## src/rtl/rx_addr_filter.sv

```systemverilog
module rx_addr_filter #(
  parameter int CNT_W     = 16,
  parameter int MIN_LEN   = 64,
  parameter int HASH_BITS = 6
) (
  input  logic                 clk,
  input  logic                 rst_n,
  input  logic                 station_we,
  input  logic [47:0]          station_in,
  input  logic                 hash_we,
  input  logic [63:0]          hash_in,
  input  logic                 rcfg_we,
  input  logic [7:0]           rcfg_in,
  input  logic                 eof,
  input  logic [47:0]          dst_addr,
  input  logic [HASH_BITS-1:0] hash_idx,
  input  logic [CNT_W-1:0]     byte_cnt,
  input  logic                 crc_err,
  input  logic                 align_err,
  output logic                 dec_valid,
  output logic                 accept,
  output logic                 store,
  output logic [7:0]           rx_status
);
  localparam int HASH_N = 1 << HASH_BITS;

  logic [47:0]       station_q;
  logic [HASH_N-1:0] hash_q;
  logic [7:0]        cfg_q;

  always_ff @(posedge clk or negedge rst_n) begin
    if (!rst_n) begin
      station_q <= '0;
      hash_q    <= '0;
      cfg_q     <= '0;
    end else begin
      if (station_we) station_q <= station_in;
      if (hash_we)    hash_q    <= hash_in[HASH_N-1:0];
      if (rcfg_we)    cfg_q     <= rcfg_in;
    end
  end

  wire keep_err = cfg_q[0];
  wire keep_runt = cfg_q[1];
  wire take_bc = cfg_q[2];
  wire take_mc = cfg_q[3];
  wire promisc = cfg_q[4];
  wire monitor = cfg_q[5];

  wire is_group = dst_addr[40];
  wire is_bcast = &dst_addr;
  wire is_mcast = is_group && !is_bcast;

  wire addr_ok = (is_bcast && take_bc)
              || (is_mcast && take_mc && hash_q[hash_idx])
              || (!is_group && (promisc || dst_addr == station_q));
  wire any_err = crc_err || align_err;
  wire len_ok  = keep_runt || (byte_cnt >= CNT_W'(MIN_LEN));
  wire err_ok  = keep_err || !any_err;
  wire pass    = addr_ok && len_ok && err_ok;

  always_ff @(posedge clk or negedge rst_n) begin
    if (!rst_n) begin
      dec_valid <= 1'b0;
      accept    <= 1'b0;
      store     <= 1'b0;
      rx_status <= '0;
    end else begin
      dec_valid <= eof;
      accept    <= eof && pass;
      store     <= eof && pass && !monitor;
      if (eof)
        rx_status <= {1'b0, monitor, pass && is_group, pass && monitor,
                      1'b0, align_err, any_err, pass && !any_err};
    end
  end
endmodule


```

## config.mk

```make
export PLATFORM = sky130hd
export DESIGN_NAME = rx_addr_filter
export DESIGN_NICKNAME = d
export VERILOG_FILES = /design/src/rtl/rx_addr_filter.sv
export SDC_FILE = /design/constraint.sdc
export NUM_CORES = 1
export LEC_CHECK = 0
export BUFFER_PORTS_ARGS = -buffer_cell sky130_fd_sc_hd__buf_2
export CAP_MARGIN = 20
export CORE_UTILIZATION = 40
export DETAILED_ROUTE_END_ITERATION = 16
export MAX_ROUTING_LAYER = met4
export PLACE_DENSITY = 0.66
export SLEW_MARGIN = 20
export SYNTH_ARGS = -nofsm -noshare
export SYNTH_HDL_FRONTEND = slang
export SYNTH_SLANG_ARGS = --single-unit
```

## constraint.sdc

```tcl
create_clock -name clk -period 3.4 [get_ports clk]
set_input_delay 0.51 -clock clk [delete_from_list [all_inputs] [get_ports clk]]
set_output_delay 0.51 -clock clk [all_outputs]
set_load 0.005 [all_outputs]
```

# == Word-level counts from Yosys, hierarchy flattened ==
# Cells that the tools add are included.
# word_totals
ff_bits,127
output_inout_bits,11
elab_cells,35
# classes
n_lt_le_gt_ge,2
n_eq_ne,1
n_mux,2
reduce_logical,23
# ops
operator,n
$eq 48x48->1,1
$reduce_and 48->1,1
$ge 16x7->1 const B,1
$logic_and 1x1->1,12
$lt 6x7->1 const B,1
$bmux 1 s6,1
$logic_or 1x1->1,6
$logic_not 1->1,4
$mux 1,1

# == Logic depth before layout (Yosys ltp) ==
# logic_depth
word_depth,11
depth_mapped,8

# == Worst setup path before layout ==
# No wires, ideal clock.
# synth_path
path_type,in2reg
from,input hash_idx[0]
to,register rx_status[0]
setup_time_ns,0.127
t_arrival_ns,1.948
t_required_ns,3.273
setup_slack_ns,1.325
stages,7
n_path_buf,1
path_cell_list,buf_2 mux4_2 a22o_1 nor4_2 a211oi_2 nand4_1 nand3_1
# synth_between
elab_chain_cells,8
# synth_rtl
item,line_no,text
"start, declared",16,"input logic [HASH_BITS-1:0] hash_idx,"
$bmux 1 s6,55,|| (is_mcast && take_mc && hash_q[hash_idx])
$mux 1 (not written as such),55,
$logic_and 1x1->1,55,
$logic_or 1x1->1,55,
$logic_or 1x1->1,56,|| (!is_group && (promisc || dst_addr == station_q));
$logic_and 1x1->1 (2 in series),60,wire pass = addr_ok && len_ok && err_ok;
$logic_and 1x1->1,74,"1'b0, align_err, any_err, pass && !any_err};"
"end signal, assigned",73,"rx_status <= {1'b0, monitor, pass && is_group, pass && monitor,"
"end, declared",23,output logic [7:0] rx_status
# Every way passes these cells. The select of a mux whose other input is x is not followed.
# A chain may end at the register's enable or synchronous reset.

# == Final worst setup path ==
# layout_path
from,register station_q[5]
to,register store
# layout_between
elab_chain_cells,8
# layout_rtl
item,line_no,text
"start, declared",27,logic [47:0] station_q;
"start signal, assigned",37,if (station_we) station_q <= station_in;
$eq 48x48->1,56,
$logic_or 1x1->1,56,
$logic_and 1x1->1,56,
$logic_or 1x1->1,56,
$logic_and 1x1->1 (2 in series),60,
$logic_and 1x1->1 (2 in series),71,store <= eof && pass && !monitor;
"end signal, assigned",71,
"end, declared",22,"output logic store,"
# Every way passes these cells.

==> results <==
- The run finished with clean final reports.
- At the pin with the least slew margin, the transition time is 1.08 ns.
- The number of antenna-violating nets in the routed design is 0.
- The type of the worst setup path is flop to flop.
- TritonCTS built the clock tree.
- Using the TritonRoute via totals, the vias-per-cell ratio works out to 5.21.
- The via count of the first global-routing pass is 4880.
- The wire length of the first global-routing pass is 24.6 mm.
- The detailed-route via count is roughly 4400.
- The count of buffers from port buffering is 198.
- The proportion of register bits with asynchronous set or reset after synthesis is 100%.
- Setup violations remaining at the end of the flow were counted as 0.
- For this run, the top clock speed supported by timing is 0.458 GHz.
- In the global route stage, overall resource usage came out at 21.4%.
- The layout has 1275 filler cells.
- The count of flip-flops with a built-in enable after synthesis is 0.
- Headroom to the max-slew limit came out at 28.3%.
- The initial antenna violation count is 2.
- The final hold violation count came to 0.
- TritonCTS created 17 clock buffers.
- The worst clock skew on the final layout is 0.00784 ns.
- In this run the cell area of the synthesized design comes to between 6000 and 7000 sq um.
- The initial detailed-routing violation count is 216.
- The number of H-tree levels is 4.
- The path class of the lowest-slack min-delay path is primary input to flop.
- The area occupied by registers is roughly 3200 sq um.
- The final weighted congestion in routability-driven placement is ~0.83.
- The leftover overflow at the end of global routing is 0.
- The total clock sinks is around 130.
- Leaving out fill and tap cells, the most frequent cell in the layout is buf_2.
- Including well taps, the total number of placed cells is 814.
- The endpoint required time on the critical path is 3.74 ns.
- The total die area is roughly 16000 sq um.
- In the synthesized netlist, mux cells make up between 20 and 30% of the area.
- The parity-gate share of the synthesized area counting xor and xnor cells is 6.98%.
- The aggregate negative setup slack is 0 ns.
- The post-synthesis share of cell area spent on and, or, nand and nor gates is approximately 7.6%.
- The post-layout minimum cycle time is 2.18 ns.
- The leakage power of the design is 0.00360 uW.
- Synthesis produced 448 cells.
- The area share of the largest cell type after synthesis is 52.8%.
- The number of ports placed on the die boundary is approximately 210.
- The synthesized netlist devotes under 10% of its cell area to compound gates.
- Once layout is complete, the cells apart from fillers number between 800 and 900.
- The net count of the finished layout is 848.
- In this run the horizontal extent of the chip is 125 um.
- Of all nets on the critical path, the largest fanout is 4.
- After layout, the worst path uses 64.2% of the clock period.
- The average instance in the mapped netlist occupies approximately 13 sq um.
- Dividing total power by cell area gives a power density of between 500 and 600 nW/um^2.
- The nature of the critical path endpoint is a flop.
- The arrival time of data at the critical path endpoint is 2.52 ns.
- The number of instances resized during post-cts repair is 0.
- For this run, design rule violations remaining after detail routing come to 0.
- STA classifies the critical path startpoint as a flop.
- The synthesized-area fraction occupied by adder cells is 0%.
- The tree is rooted in a clkbuf_16.
- For flop-to-flop paths, the worst setup slack is 1.22 ns.
- The vertical die dimension is 125 um.
- The library cell occupying the most area in the post-synthesis netlist is dfrtp_1.
- The HPWL after detailed placement is 11.4 mm.
- Clock latency on the worst-skew pair, taken at its later pin, is 0.42 ns.
- The clock passes through at most 2 buffers.
- The most used flip-flop cell after synthesis is dfrtp_1.
- In the final layout, the multi-input gates occupy 2730 sq um.
- The netlist uses 40 different library cells.
- Sequential cells were found to cover 52.8% of the synthesized design area.
- From synthesis to final layout, the design area changed by 29.3%.
- For this run, the number of Yosys warnings is 0.
- The largest net degree at the start of global routing is 68.
- The site row count is 44.
- The number of slew-limit violations in the final report is 0.
- The main combinational cell family by area after synthesis is multiplexers.
- The maximum ir drop on the vdd rail is 339 uV.
- For this run, the detailed router's first-pass iteration total came to 5.
- The standard cell core area is 14600 sq um.
- Setup repair after global routing left no endpoint under its margin.
- Leaving out fill and tap cells, the most frequent cells in the layout are buf_2 (197), dfrtp_1 (127), mux2_2 (120), xor2_1 (44), mux2i_1 (21).
- After detailed routing, the average wire length per cell comes to 17.8 um.
- The number of maximum-capacitance violations is 0.
- Ranked by total cell area, the synthesized netlist is headed by dfrtp_1 (53%), mux2_2 (22%), xor2_1 (6.4%).
- The clock transition time at the flip-flop clock pins of the worst setup and hold paths is ~0.060 ns.
- In this run, synthesis produced a sequential element count of 127.
- The initial core utilization is between 40% and 50%.
- The total wirelength of the detailed-routed design is 15.1 mm.
- The layout cell share with drive strength beyond 1 is 54.8%.
[kinds of logic (layout without fill, tap and decap cells)]
| family | after synthesis | in the layout |
|---|---|---|
| buf+inv | 25 | 237 |
| flops | 127 | 127 |
| mux | 146 | 146 |
| simple gates | 77 | 77 |
| xor+xnor | 48 | 48 |
| other cells | 1 | 4 |
| compound gates | 24 | 24 |
[routing by layer]
layer	global-route usage, %	up-vias	part of all wire (%)
met2	33.5	150	49
met1	25.8	2176	43
met5	-	-	0
met3	5.28	37	5.3
met4	10.5	0	2.8
li1	-	2050	-
[synth_stat cells, types with 2 or more instances]
cell and n:
nor2_1 6, a22oi_1 6, nor4_1 17, dfrtp_1 127, buf_1 2, mux2_2 120
and3_1 2, mux4_2 5, nand4b_1 2, nand3b_1 3, mux2i_1 21, a21oi_1 2
xnor2_1 4, xor2_1 44, nand2_1 9, o21ai_0 4, buf_2 4, nor2b_1 3
o211ai_1 2, buf_4 3, nor3_1 2, nand3_1 6, nand4_1 19, and3b_1 2
inv_1 3, o22ai_1 3, a31oi_1 3, clkbuf_1 12
[through the flow]
| step | power [uW] | hold slack [ns] | util (%) | cell area (sq um) | setup slack, ns |
|---|---|---|---|---|---|
| 2_1_floorplan | 2070 | 0.214 | - | 6020 | 1.32 |
| 3_3_place_gp | 2300 | 0.380 | 49.3 | 7190 | 0.836 |
| 3_5_place_dp | 2330 | 0.382 | 49.3 | 7190 | 0.806 |
| 4_1_cts | 4120 | 0.266 | 53.3 | 7780 | 1.26 |
| 5_1_grt | 4250 | 0.274 | 53.4 | 7780 | 1.12 |
| 6_report | 4060 | 0.288 | 53.4 | 7780 | 1.22 |
[final timing paths]
kind | startpoint | to | depth (start not counted)
max | station_q[5] | store | 7
min | eof | dec_valid | 1
max reg2reg | station_q[5] | store | 7
min reg2reg | cfg_q[5] | store | 1
max in group asynchronous | rst_n | dec_valid | 3
min in group asynchronous | rst_n | station_q[6] | 2
[flip-flops by register name, summed over array words and instances (netlist names)]
| register | count |
|---|---|
| accept | 1 |
| station_q | 48 |
| rx_status | 6 |
| store | 1 |
| dec_valid | 1 |
| cfg_q | 6 |
| hash_q | 64 |
[critical path: stages (launching register included)]
cell and delay, ns:
dfrtp_1 0.40, xor2_1 0.15, nor4_1 0.49, nand4_1 0.18, nor4_1 0.39, buf_4 0.21, o211ai_1 0.12, a21oi_1 0.16
[power breakdown]
| group | internal (uW) | leakage (uW) | switching (uW) |
|---|---|---|---|
| Sequential | 1660 | 0.00149 | 87.3 |
| Combinational | 306 | 0.00182 | 242 |
| Clock | 1130 | 0.000287 | 633 |
[cell type report]
class | count | area share [%]
sequential | 127 | 40.8
multi-input combinational | 297 | 35.0
timing repair buffer | 204 | 13.5
clock buffer | 25 | 6.75
tap | 184 | 2.96
clock inverter | 5 | 0.675
inverter | 3 | 0.145
antenna | 2 | 0.0643
[what timing repair did]
item | CTS | global route
hold buffers | 1 | 0
endpoints found under the hold margin | 13 | 0
buffers inserted | 0 | 0
(Power assumes the default switching activity.)
